--- config.mk ---
export PLATFORM = sky130hd
export DESIGN_NAME = ide_io_decode
export DESIGN_NICKNAME = d
export VERILOG_FILES = /design/src/rtl/ide_io_decode.sv
export SDC_FILE = /design/constraint.sdc
export NUM_CORES = 1
export LEC_CHECK = 0
export BUFFER_PORTS_ARGS = -buffer_cell sky130_fd_sc_hd__clkbuf_2
export CORE_MARGIN = 4
export CORE_UTILIZATION = 45
export CTS_BUF_LIST = sky130_fd_sc_hd__clkbuf_8
export DETAILED_ROUTE_END_ITERATION = 16
export PLACE_DENSITY = 0.66
export SYNTH_ARGS = -nofsm -noshare
export SYNTH_HDL_FRONTEND = slang
export SYNTH_SLANG_ARGS = --single-unit
--- constraint.sdc ---
create_clock -name clk -period 11.8 [get_ports clk]
set_clock_uncertainty 0.05 [all_clocks]
set_input_delay 2.36 -clock clk [delete_from_list [all_inputs] [get_ports clk]]
set_output_delay 2.36 -clock clk [all_outputs]
set_load 0.01 [all_outputs]
--- src/rtl/ide_io_decode.sv ---
module ide_io_decode #(
  parameter int AW     = 16,
  parameter int CMD_SZ = 8,
  parameter int CTL_SZ = 4,
  parameter int BM_SZ  = 16,
  parameter int SEL_OFF = 6,
  parameter int SEL_BIT = 4
) (
  input  logic          clk,
  input  logic          rst_n,
  input  logic          cfg_we,
  input  logic [15:0]   cfg_cmd,
  input  logic          base_we,
  input  logic [2:0]    base_idx,
  input  logic [AW-1:0] base_val,
  input  logic          acc_valid,
  input  logic          acc_write,
  input  logic [AW-1:0] acc_addr,
  input  logic [2:0]    acc_size,
  input  logic [31:0]   acc_wdata,
  input  logic [3:0]    drive_present,
  output logic          rsp_done,
  output logic          rsp_err_size,
  output logic          rsp_err_addr,
  output logic          rsp_null,
  output logic [5:0]    tgt_sel,
  output logic [AW-1:0] tgt_off,
  output logic [2:0]    tgt_size,
  output logic [31:0]   tgt_wdata,
  output logic          tgt_write,
  output logic          tgt_drive
);
  localparam int NWIN = 5;
  localparam int BM_HALF = BM_SZ / 2;
  localparam logic [2:0] NOWIN = 3'd7;

  logic          io_en_q, bm_en_q;
  logic [1:0]    dsel_q, dsel_d;
  logic [AW-1:0] base_q [NWIN];
  logic [AW-1:0] offs [NWIN];
  logic [NWIN-1:0] hit;
  logic [2:0]    win;
  logic          size_ok, ch, drv_d, esz_d, ead_d, null_d;
  logic [5:0]    sel_d;
  logic [AW-1:0] off_d;

  function automatic logic [AW-1:0] win_size(input int i);
    case (i)
      0, 2:    return AW'(CMD_SZ);
      1, 3:    return AW'(CTL_SZ);
      default: return AW'(BM_SZ);
    endcase
  endfunction

  assign size_ok = (acc_size == 3'd1) || (acc_size == 3'd2) || (acc_size == 3'd4);

  always_comb begin
    for (int i = 0; i < NWIN; i++) begin
      offs[i] = acc_addr - base_q[i];
      hit[i]  = (acc_addr >= base_q[i]) && (offs[i] < win_size(i));
    end
    win = NOWIN;
    for (int i = NWIN - 1; i >= 0; i--)
      if (hit[i]) win = 3'(i);
  end

  always_comb begin
    sel_d  = '0;
    off_d  = '0;
    esz_d  = 1'b0;
    ead_d  = 1'b0;
    null_d = 1'b0;
    drv_d  = 1'b0;
    dsel_d = dsel_q;
    ch     = win[1];
    if (acc_valid) begin
      if (!size_ok) esz_d = 1'b1;
      else if (io_en_q) begin
        if (win == NOWIN) ead_d = 1'b1;
        else if (win == 3'd4) begin
          if (!acc_write || bm_en_q) begin
            if (offs[4] < AW'(BM_HALF)) begin
              sel_d[4] = 1'b1;
              off_d    = offs[4];
            end else begin
              sel_d[5] = 1'b1;
              off_d    = offs[4] - AW'(BM_HALF);
            end
          end
        end else begin
          if (!win[0] && acc_write && acc_size == 3'd1 && offs[win] == AW'(SEL_OFF))
            dsel_d[ch] = acc_wdata[SEL_BIT];
          drv_d = dsel_d[ch];
          if (drive_present[{ch, drv_d}]) begin
            sel_d[win] = 1'b1;
            off_d      = offs[win];
          end else null_d = 1'b1;
        end
      end
    end
  end

  always_ff @(posedge clk) begin
    if (!rst_n) begin
      io_en_q <= 1'b0;
      bm_en_q <= 1'b0;
      dsel_q  <= '0;
      for (int i = 0; i < NWIN; i++) base_q[i] <= '0;
      rsp_done <= 1'b0; rsp_err_size <= 1'b0; rsp_err_addr <= 1'b0; rsp_null <= 1'b0;
      tgt_sel <= '0; tgt_off <= '0; tgt_size <= '0; tgt_wdata <= '0;
      tgt_write <= 1'b0; tgt_drive <= 1'b0;
    end else begin
      if (cfg_we) begin
        io_en_q <= cfg_cmd[0];
        bm_en_q <= cfg_cmd[2];
      end
      if (base_we && base_val != '0 && base_idx < 3'(NWIN))
        base_q[base_idx] <= base_val;
      dsel_q       <= dsel_d;
      rsp_done     <= acc_valid;
      rsp_err_size <= esz_d;
      rsp_err_addr <= ead_d;
      rsp_null     <= null_d;
      tgt_sel      <= sel_d;
      tgt_off      <= off_d;
      tgt_size     <= acc_size;
      tgt_wdata    <= acc_wdata;
      tgt_write    <= acc_valid & acc_write;
      tgt_drive    <= drv_d;
    end
  end

  p_done_after_access_r11: assert property (@(posedge clk) disable iff (!rst_n)
    acc_valid |=> rsp_done);
  p_quiet_when_idle_r11: assert property (@(posedge clk) disable iff (!rst_n)
    !acc_valid |=> !rsp_done && tgt_sel == '0);
  p_single_target_r3: assert property (@(posedge clk) disable iff (!rst_n)
    $onehot0(tgt_sel));
  p_size_err_blocks_r1: assert property (@(posedge clk) disable iff (!rst_n)
    rsp_err_size |-> tgt_sel == '0 && !rsp_err_addr && !rsp_null);
  p_cmd_off_range_r4: assert property (@(posedge clk) disable iff (!rst_n)
    (tgt_sel[0] || tgt_sel[2]) |-> tgt_off < AW'(CMD_SZ));
  p_bm_half_range_r5: assert property (@(posedge clk) disable iff (!rst_n)
    (tgt_sel[4] || tgt_sel[5]) |-> tgt_off < AW'(BM_HALF));
  p_bm_write_gated_r6: assert property (@(posedge clk) disable iff (!rst_n)
    ((tgt_sel[4] || tgt_sel[5]) && tgt_write) |-> $past(bm_en_q));
  p_null_no_strobe_r10: assert property (@(posedge clk) disable iff (!rst_n)
    rsp_null |-> tgt_sel == '0 && !rsp_err_addr);
endmodule

# --- Word level (Yosys, flattened, before mapping) ---
# Memories as Yosys holds them, arrays and structs flattened.
# Cells that the tools add are included.
classes:
  add_sub_neg: 6
  n_lt_le_gt_ge: 18
  n_eq_ne: 6
  n_mux: 42
  bitwise_logic: 9
  reduce_logical: 25
ops:
  columns: ["op", "count"]
  rows:
  - ["16-bit 2-to-1 mux", 7]
  - ["16-bit >= comparator", 5]
  - ["16-bit subtractor", 5]
  - ["16-bit binary-select mux with 3-bit select", 1]
  - ["16-bit by 4-bit less-than comparator with 1-bit output (second input constant)", 3]
  - ["16-bit by 3-bit less-than comparator with 1-bit output (second input constant)", 2]
  - ["2-bit 2-to-1 mux", 9]
  - ["16-bit by 3-bit equality test with 1-bit output (second input constant)", 1]
  - ["16-bit by 5-bit less-than comparator with 1-bit output (second input constant)", 1]
  - ["16-bit nonzero test", 1]
  - ["16-bit OR reduction", 1]
  - ["16-bit by 4-bit subtractor with 16-bit output (second input constant)", 1]
  - ["1-bit 2-to-1 mux", 15]
  - ["3-bit 2-to-1 mux", 5]
  - ["1-bit logical AND", 12]
  - ["3-bit equality test (second input constant)", 3]
  - ["1-bit NOT", 7]
  - ["7-bit OR reduction", 1]
  - ["6-bit 2-to-1 mux", 1]
  - ["6-bit OR reduction", 1]
  - ["5-bit AND reduction", 1]
  - ["5-bit OR reduction", 1]
  - ["4-bit >= comparator (second input constant)", 1]
  - ["3-bit by 4-bit less-than comparator with 1-bit output (second input constant)", 1]
  - ["17 further kinds", 20]
word_totals:
  register_bits: 67
  mem_bits_rw: 80
  inputBits: 96
  elab_cells: 121
  mem_count: 1
mem_list:
  columns: ["memory", "words", "word_bits", "rd", "rd_ports_with_merged_regs", "write_ports", "line_no", "text"]
  rows:
  - ["base_q", 5, 16, 5, 0, 5, "39", "logic [AW-1:0] base_q [NWIN];"]

# --- Depth between registers and ports, before layout ---
# Gate-level depths: netlist of the first run.
# An unclocked memory read counts as a cell.
logic_depth:
  word_depth: 27
  depth_mapped: 17
  mapped_depth_nobuf: 16

# --- Worst setup path after synthesis of the first run ---
# No wires, ideal clock.
synth_timing:
  path_type: "input to register"
  startpoint: "input port acc_addr[0]"
  endpoint: "register tgt_off[2]"
  setup_time_ns: 0.134
  arrival_ns: 6.572
  required_ns: 11.616
  setup_slack_ns: 5.045
  cell_stages: 17
  path_buffers: 1
  path_cell_list: "inv_1 -> ha_1 -> inv_1 -> fa_1 -> xnor2_1 -> o221ai_1 -> or4_1 -> or4_1 -> nand4b_1 -> or4b_1 -> or2_0 -> buf_6 -> mux2_2 -> o221ai_2 -> a2111oi_4 -> mux2i_2 -> o32ai_1"
synth_via:
  elab_chain_cells: 26
  elab_cells_between_ends: 59
synth_rtl:
  columns: ["element", "line_no", "text"]
  rows:
  - ["from (decl)", "18", "input logic [AW-1:0] acc_addr,"]
  - ["16-bit subtractor", "59", "offs[i] = acc_addr - base_q[i];"]
  - ["16-bit by 5-bit less-than comparator with 1-bit output", "60", "hit[i] = (acc_addr >= base_q[i]) && (offs[i] < win_size(i));"]
  - ["1-bit logical AND", "60", null]
  - ["2-bit 2-to-1 mux", "64", "if (hit[i]) win = 3'(i);"]
  - ["3-bit 2-to-1 mux (4 in series)", "64", null]
  - ["3-bit NOT with 4-bit output (implied by the code)", "91, 96", null]
  - ["16-bit binary-select mux with 3-bit select", "91, 96", null]
  - ["16-bit 2-to-1 mux (implied by the code) (2 in series)", "91, 96", null]
  - ["(+5 left out)", null, null]
  - ["2-bit 2-to-1 mux", "78", "else if (io_en_q) begin"]
  - ["2-bit 2-to-1 mux", "77", "if (!size_ok) esz_d = 1'b1;"]
  - ["2-bit 2-to-1 mux", "76", "if (acc_valid) begin"]
  - ["1-bit 2-to-1 mux (implied by the code) (2 in series)", "93", "drv_d = dsel_d[ch];"]
  - ["1-bit binary-select mux with 2-bit select", "94", "if (drive_present[{ch, drv_d}]) begin"]
  - ["1-bit 2-to-1 mux (implied by the code)", "94", null]
  - ["16-bit 2-to-1 mux", "94", null]
  - ["16-bit 2-to-1 mux", "80", "else if (win == 3'd4) begin"]
  - ["to (signal assigned)", "110", "tgt_sel <= '0; tgt_off <= '0; tgt_size <= '0; tgt_wdata <= '0;"]
  - ["to (signal assigned)", "125", "tgt_off <= off_d;"]
  - ["to (decl)", "27", "output logic [AW-1:0] tgt_off,"]
# Several ways; a longest one is shown, not always the timed one. The select of a mux whose other input is x is not followed.
# A chain may end at the register's enable or synchronous reset.

# --- Worst setup path after layout of the first run ---
layout_timing:
  startpoint: "input port acc_addr[0]"
  endpoint: "register tgt_off[0]"
# Same word-level chain as after synthesis.

==> results of run 1 <==
cells by family after synthesis:
family / Yosys count
DFF: 147
and+or+nand+nor: 467
other: 1
muxes: 21
AOI/OAI and AO/OA: 281
xor gates and xnor gates: 29
buffers and inverters: 132
adders and majority gates: 86
worst max-delay path, delay by kind of cell:
kind | cells | cell delay [ns]
simple gates | 5 | 2.20
compound gates | 5 | 1.33
fa+ha+maj | 2 | 0.63
mux | 1 | 0.48
buf+inv | 3 | 0.38
xor+xnor | 1 | 0.22
where the power goes:
| group | switching (W) | internal [W] |
|---|---|---|
| Clock | 0.000246 | 0.000165 |
| Sequential | 0.00000693 | 0.000563 |
| Combinational | 0.000232 | 0.000144 |
| Total | 0.000485 | 0.000873 |
layout make-up:
class                      count  share of cell area
multi-input combinational    890               0.519
sequential                   147               0.318
timing repair buffer         149              0.0644
inverter                     104              0.0332
tap                          285              0.0303
clock buffer                  17              0.0199
clock inverter                15              0.0150
final timing paths:
| path | start | to | cells past startpoint |
|---|---|---|---|
| hold reg to reg | bm_en_q | bm_en_q | 2 |
| setup reg to reg | base_q[1][0] | tgt_off[0] | 15 |
| hold / removal | bm_en_q | bm_en_q | 2 |
| setup / recovery | acc_addr[0] | tgt_off[0] | 17 |
layer usage:
layer  track usage  up-vias
met2         0.386      374
met1         0.302     4399
met3        0.0441       67
met5             0        -
met4        0.0840        0
li1              -     4537
per-stage QoR:
stage	hold slack, ns	util
after floorplan	0.405	-
final	0.448	0.520
after global placement	0.432	0.502
after detailed placement	0.435	0.502
after CTS	0.458	0.520
after global routing	0.499	0.520
cell usage in the layout (no fill, tap or decap), drive strengths merged, types with 8 or more instances in the layout:
master and count:
nor2b 10, dfxtp 67, a21o 18, nor2 87, o21a 18, nor4 20, xor2 9, nand3 30
mux2i 14, ha 81, nand2 67, a211oi 12, o221ai 9, and2 120, o22ai 9, inv 115
edfxtp 80, a21oi 73, xnor2 20, nand2b 20, o211ai 8, nand4 21, o21ai 58, clkbuf 161
nor3 22, and3 14, or3 12
registers in the layout, indices dropped and copies added (netlist names):
register,flops
base_q,80
rsp_null,1
tgt_off,16
tgt_drive,1
tgt_wdata,32
bm_en_q,1
tgt_sel,6
io_en_q,1
rsp_err_addr,1
rsp_done,1
tgt_size,3
rsp_err_size,1
tgt_write,1
dsel_q,2
==> impl_metrics.toml, run 1 <==
[outcome]
status = "completed"

[die]
start_util = 0.457
die_h_um = 160
row_count = 55
die_x_um = 160
placeableCoreArea_um2 = 22600
design.die.area_um2 = 25500
ios = 159

[global_route]
first_global_vias = 8962
grt_pass1_wl_mm = 47.4
grt_usage = 0.232
grt_remaining_overflow = 0
antenna_found_initial = 1
grt_max_degree = 46

[synth]
syn_area_um2 = 10400
ys.flop_type = "edfxtp_1"
ys_seq_area_frac = 0.361
synth_common_cells = "and2_1, inv_1, nor2_1"
synth_edf_count = 80
syn_avg_cell_area_um2 = 8.90
yosys.area_share.simple = 0.248
ys_warn_count = 0
ys_types = 84
synth-seq-cells = 147
yosys.area.top_type = "edfxtp_1"
synth_top_family_by_area = "simple AND/OR/NAND/NOR gates"
synth.mux.area_fraction = 0.0215
synth_most_common_cell = "and2_1"
yosysTopAreaCellShare = 0.232
synth_xor_area_frac = 0.0245
async_flop_share = 0
synthCells = 1164
synth_compound_area_frac = 0.184
synthTopCellsByArea = "edfxtp_1, dfxtp_1, ha_1"
synth_adder_area_share = 0.108

[setup_path]
crit_required_ns = 12.08
crit_fanout = 8
start_kind = "primary input"
critPathMaxStageDelay_ns = 0.57
crit_slowest_cell = "or4b_1"
path_cells = "clkbuf_2, inv_1, ha_1, inv_1, fa_1, xnor2_1, o221ai_1, or4_1, or4_1, nand4b_1, or4b_1, or2_0, a31oi_1, o21ai_0, a2111oi_4, mux2i_2, o32ai_1"
cp-end-kind = "register"
setup.worst_path.class = "primary input to register"
worstPathArrival_ns = 7.59
r2r_slack_ns = 6.44

[drt]
dr_total_vias = 9377
drt_iter0_drc = 711
top_layer = "met4"
dr_wl_met2_mm = 13.9
first_pass_iters = 6
wl_met3_mm = 2.04
wl_per_cell_um = 18.6
drc = 0
finalWirelength_mm = 29.9
avgViaCountPerCell = 5.84
wl_met1_mm = 12.9
route.antenna.remaining_nets = 0

[timing]
worst_pin_slew_ns = 0.877
rsz0062_at_grt = "no"
hold_viol_final = 0
setup_ws_ns = 4.48
slew_headroom = 0.415
final.setup.tns_ns = 0
timing.fmax_ghz = 0.137
period_share = 0.620
setup_viol = 0
drv_slew = 0
min_period_ns = 7.32

[cells_and_area]
synthToLayoutAreaGrowth_pct = 13.6
fin_nets = 1491
multi_input_area_um2 = 6110
final_layout_size_suffix_gt1_frac = 0.163
fin_area_um2 = 11800
antenna_cells = 0
fin_cells = 1607
fillerInstances = 2144
regArea_um2 = 3740

[placed_design]
post-dp-hpwl_mm = 22.4
gp_congestion = 0.936
place_inst = 1575
placed_area_um2 = 11400
dp_slack_ns = 4.08
portBuffers = 144

[clocking]
h-tree-depth = 4
cts_setup_buffers = 0
root_buffer = "clkbuf_8"
cts_hold_buf = 0
clockBufferDepth = 2
path_clk_slew_ns = 0.09
cts_tree = "done"
cts_resized = 0
clock_latency_ns = 0.47
numCtsBuffers = 17
cts_sinks = 147

[power_and_ir_drop]
finalPower_w = 0.00136
power_density_nw_per_um2 = 115
vdd_drop_max_v = 0.0000659
p_leak_nw = 5.06

[run]
maxCapViolCount = 0

[worst_hold_path]
worstHoldPathType = "register to register"
No activity file was read; power rests on OpenSTA's default activity.
==> run 2: changes to the inputs <==
--- a/config.mk
+++ b/config.mk
@@ -10,7 +10,7 @@
 export CORE_UTILIZATION = 45
 export CTS_BUF_LIST = sky130_fd_sc_hd__clkbuf_8
 export DETAILED_ROUTE_END_ITERATION = 16
-export PLACE_DENSITY = 0.66
+export PLACE_DENSITY = 0.68
 export SYNTH_ARGS = -nofsm -noshare
 export SYNTH_HDL_FRONTEND = slang
 export SYNTH_SLANG_ARGS = --single-unit
==> constraint.sdc (replaced) <==
create_clock -name clk -period 6.56 [get_ports clk]
set_clock_uncertainty 0.05 [all_clocks]
set_input_delay 1.312 -clock clk [delete_from_list [all_inputs] [get_ports clk]]
set_output_delay 1.312 -clock clk [all_outputs]
set_load 0.01 [all_outputs]
==> impl_metrics.toml, run 2 (synthesis results as in run 1) <==
[timing]
setup_viol = 0
hold_slack_ns = 0.446
min_period_ns = 5.80
hold_viol_final = 0
timing.fmax_ghz = 0.172
final.setup.tns_ns = 0
worst_pin_slew_ns = 1.10
period_share = 0.884
drv_slew = 0
slew_headroom = 0.266
rsz0062_at_grt = "no"

[clocking]
path_clk_slew_ns = 0.09
cts_tree = "done"
h-tree-depth = 4
clock_latency_ns = 0.47
cts_sinks = 147
cts_setup_buffers = 0
cts_hold_buf = 0
clockBufferDepth = 2
cts_resized = 0
numCtsBuffers = 17
root_buffer = "clkbuf_8"

[global_route]
first_global_vias = 8862
grt_pass1_wl_mm = 46.8
grt_remaining_overflow = 0
grt_usage = 0.230
antenna_found_initial = 0
grt_max_degree = 46

[power_and_ir_drop]
vdd_drop_max_v = 0.000135
power_density_nw_per_um2 = 206
p_leak_nw = 5.10

[worst_hold_path]
worstHoldPathType = "register to register"

[setup_path]
cp-end-kind = "register"
start_kind = "primary input"
crit_required_ns = 6.83
setup.worst_path.class = "primary input to register"
crit_fanout = 8
worstPathArrival_ns = 6.07

[drt]
avgViaCountPerCell = 5.71
first_pass_iters = 5
dr_total_vias = 9227
drt_iter0_drc = 812
drc = 0
finalWirelength_mm = 29.6
wl_per_cell_um = 18.3
route.antenna.remaining_nets = 0

[cells_and_area]
fin_nets = 1501
layout_common_cells = "clkbuf_2, and2_1, inv_1"
top_regs = "base_q x80, tgt_wdata x32, tgt_off x16"
antenna_cells = 0
largest_reg_flops = 80
regMostFlops = "base_q"
layout_commonest_cell = "clkbuf_2"
fillerInstances = 2170
synthToLayoutAreaGrowth_pct = 14.2
final_layout_size_suffix_gt1_frac = 0.169

[die]
start_util = 0.457
row_count = 55
ios = 159
placeableCoreArea_um2 = 22600
die_x_um = 160
design.die.area_um2 = 25500
die_h_um = 160

[placed_design]
gp_congestion = 0.933
portBuffers = 144
post-dp-hpwl_mm = 22.6

[run]
maxCapViolCount = 0

[outcome]
status = "completed"
==> run 2: changes by cell type in the layout (fill, tap and decap cells not counted) <==
cell,previous run,this run
inv_4,0,1
inv_1,104,105
buf_4,5,15
inv_8,6,3
inv_12,2,0
clkinv_4,2,1
clkinv_8,2,1
bufinv_16,0,1
inv_6,3,7
==> run 2: routing by layer <==
metal / vias to the layer above / track usage / wire (µm)
met2: 289 / 0.375 / 13700
met4: 0 / 0.0647 / 669
met3: 45 / 0.0519 / 2070
met1: 4330 / 0.308 / 13200
met5: - / 0 / 0
li1: 4563 / - / -
==> run 2: path summary, 6_finish.rpt <==
kind | startpoint | end | slack [ns] | cells past startpoint
worst max-delay path | acc_addr[0] | tgt_off[1] | 0.76 | 18
worst min-delay path | bm_en_q | bm_en_q | 0.45 | 2
worst max register to register | base_q[1][0] | tgt_off[1] | 1.57 | 17
worst min register to register | bm_en_q | bm_en_q | 0.45 | 2
==> run 2: critical path, stage by stage <==
cell and delay (ns):
clkbuf_2 0.08, inv_1 0.08, buf_4 0.17, ha_1 0.22, fa_1 0.40, nand2b_1 0.20
a21o_1 0.20, a2111oi_0 0.68, o221a_2 0.33, o22ai_1 0.07, nor4_2 0.22, and3b_1 0.28
or4b_2 0.62, a21o_1 0.21, a2111oi_4 0.49, mux2i_2 0.25, buf_4 0.17, o32ai_1 0.09
==> run 2: cell type report <==
class | count | area, µm² | share of cell area
clock buffer | 17 | 234 | 0.0198
inverter | 104 | 390 | 0.0330
clock inverter | 15 | 160 | 0.0135
multi-input combinational | 890 | 6110 | 0.517
tap | 285 | 357 | 0.0301
sequential | 147 | 3740 | 0.316
timing repair buffer | 159 | 833 | 0.0704
==> run 2: power breakdown <==
group,switching [W],internal (W),total [W]
combinational,0.000420,0.000263,0.000684
sequential,0.0000119,0.00101,0.00103
clock,0.000406,0.000318,0.000724
==> run 2: through the flow <==
step / power (W) / cell area [µm²] / utilization / std cells / setup WS [ns]
after detailed placement: 0.00172 / 11400 / 0.505 / 1585 / 0.350
final: 0.00243 / 11800 / 0.522 / 1617 / 0.761
after global placement: 0.00171 / 11400 / 0.505 / 1585 / 0.361
after CTS: 0.00244 / 11800 / 0.522 / 1617 / 0.836
after global routing: 0.00257 / 11800 / 0.522 / 1617 / 0.565
after floorplan: 0.00152 / 10400 / - / 1169 / 0.853
==> run 3: changes to the inputs <==
--- a/config.mk
+++ b/config.mk
@@ -5,6 +5,7 @@
 export SDC_FILE = /design/constraint.sdc
 export NUM_CORES = 1
 export LEC_CHECK = 0
+export ABC_AREA = 1
 export BUFFER_PORTS_ARGS = -buffer_cell sky130_fd_sc_hd__clkbuf_2
 export CORE_MARGIN = 4
 export CORE_UTILIZATION = 45
==> impl_metrics.toml, run 3 <==
[drt]
drt_iter0_drc = 862
drc = 0
route.antenna.remaining_nets = 0
dr_total_vias = 11000
first_pass_iters = 7
wl_per_cell_um = 14.7
finalWirelength_mm = 32.5
avgViaCountPerCell = 5.00

[timing]
period_share = 0.744
hold_slack_ns = 0.462
worst_pin_slew_ns = 0.774
hold_viol_final = 0
final.setup.tns_ns = 0
slew_headroom = 0.483
timing.fmax_ghz = 0.205
rsz0062_at_grt = "no"
min_period_ns = 4.88
setup_viol = 0
drv_slew = 0

[power_and_ir_drop]
vdd_drop_max_v = 0.000137
seq_power_share = 0.405
internal-power_w = 0.00163
switching_share = 0.358
power_density_nw_per_um2 = 199
clkPwrFrac = 0.289
p_switching_w = 0.000908
p_leak_nw = 7.23
p_comb_frac = 0.306

[synth]
synth_edf_count = 80
yosysTopAreaCellShare = 0.214
syn_avg_cell_area_um2 = 6.59
async_flop_share = 0
synth_common_cells = "nand2_1, inv_1, nor2_1"
ys_warn_count = 0
ys_types = 47
ys.flop_type = "edfxtp_1"
synthCells = 1708
yosys.area.top_type = "edfxtp_1"
synthTopCellsByArea = "edfxtp_1, nand2_1, dfxtp_1"
syn_area_um2 = 11200
ys_seq_area_frac = 0.333
synth_most_common_cell = "nand2_1"
synth-seq-cells = 147

[setup_path]
setup.worst_path.class = "primary input to register"
critPathMaxStageDelay_ns = 0.50
crit_required_ns = 6.90
crit_slowest_cell = "fa_1"
crit_fanout = 8
r2r_slack_ns = 2.58
cpMostUsedCell = "nand2_1"
worstPathArrival_ns = 5.23
cp-end-kind = "register"
start_kind = "primary input"

[die]
row_count = 57
start_util = 0.460
ios = 159
design.die.area_um2 = 27600
die_h_um = 166
die_x_um = 166
placeableCoreArea_um2 = 24500

[clocking]
clock_latency_ns = 0.46
cts_resized = 0
numCtsBuffers = 17
path_clk_slew_ns = 0.08
cts_hold_buf = 0
cts_tree = "done"
cts_sinks = 147
root_buffer = "clkbuf_8"
clockBufferDepth = 2
cts_setup_buffers = 0
h-tree-depth = 4

[placed_design]
post-dp-hpwl_mm = 25.7
portBuffers = 144
gp_congestion = 0.924

[cells_and_area]
layout_commonest_cell = "nand2_1"
final_util = 0.522
largest_reg_flops = 80
layout_common_cells = "nand2_1, inv_1, nor2_1"
fin_nets = 2049
regMostFlops = "base_q"
final_layout_size_suffix_gt1_frac = 0.127
antenna_cells = 0
top_regs = "base_q x80, tgt_wdata x32, tgt_off x16"
synthToLayoutAreaGrowth_pct = 13.4

[outcome]
status = "completed"

[global_route]
first_global_vias = 10200
grt_pass1_wl_mm = 52.3
grt_remaining_overflow = 0
grt_max_degree = 48
grt_usage = 0.235
antenna_found_initial = 0

[worst_hold_path]
worstHoldPathType = "register to register"

[run]
maxCapViolCount = 0
## run 3: power by group through the flow
stage	combinational (W)	sequential, W	clock (W)
final	0.000776	0.00103	0.000734
after global routing	0.000883	0.00103	0.000788
after CTS	0.000770	0.00103	0.000742
after detailed placement	0.000765	0.00105	0
after global placement	0.000751	0.00105	0
after floorplan	0.000547	0.00105	0
## run 3: logic make-up (layout without fill, tap and decap cells)
logic type	count (synthesis)	count (layout)	share of synthesized area
adders and majority gates	86	86	0.0990
AOI/OAI and AO/OA	107	107	0.0528
xor gates and xnor gates	14	14	0.0109
and+or+nand+nor	981	981	0.380
buffers and inverters	372	538	0.124
DFF	147	147	0.333
other	1	6	0.000333
## run 3: critical path: cells and delay by family
| family | cells | cell delay [ns] |
|---|---|---|
| AND/OR/NAND/NOR | 26 | 2.75 |
| buffers and inverters | 3 | 0.64 |
| adder cells (fa/ha/maj) | 1 | 0.50 |
## run 3: area by class of cell
| class | instances | area, µm² |
|---|---|---|
| fill | 2453 | 11700 |
| multi-input combinational | 1194 | 6130 |
| sequential | 147 | 3740 |
| inverter | 360 | 1350 |
| timing repair buffer | 147 | 743 |
| tap | 324 | 405 |
| clock buffer | 19 | 262 |
| clock inverter | 12 | 129 |
## run 3: per-layer routing
metal	wire [µm]	global-route usage
met2	15500	0.404
met1	14000	0.302
met5	0	0
met4	988	0.0750
met3	2060	0.0374
## run 3: worst paths after layout
kind / start / to / depth (start not counted)
setup / recovery: acc_addr[1] / tgt_sel[2] / 30
hold / removal: io_en_q / io_en_q / 2
setup reg to reg: base_q[2][0] / tgt_sel[2] / 29
hold reg to reg: io_en_q / io_en_q / 2
## run 3: stage by stage
| stage | total power, W | setup WS, ns | instances | cell area (µm²) |
|---|---|---|---|---|
| floorplan | 0.00160 | 2.15 | 1713 | 11300 |
| global placement | 0.00180 | 1.35 | 2172 | 12400 |
| detailed placement | 0.00181 | 1.29 | 2172 | 12400 |
| CTS | 0.00254 | 1.76 | 2203 | 12800 |
| global route | 0.00270 | 1.33 | 2203 | 12800 |
| finish | 0.00254 | 1.68 | 2203 | 12800 |
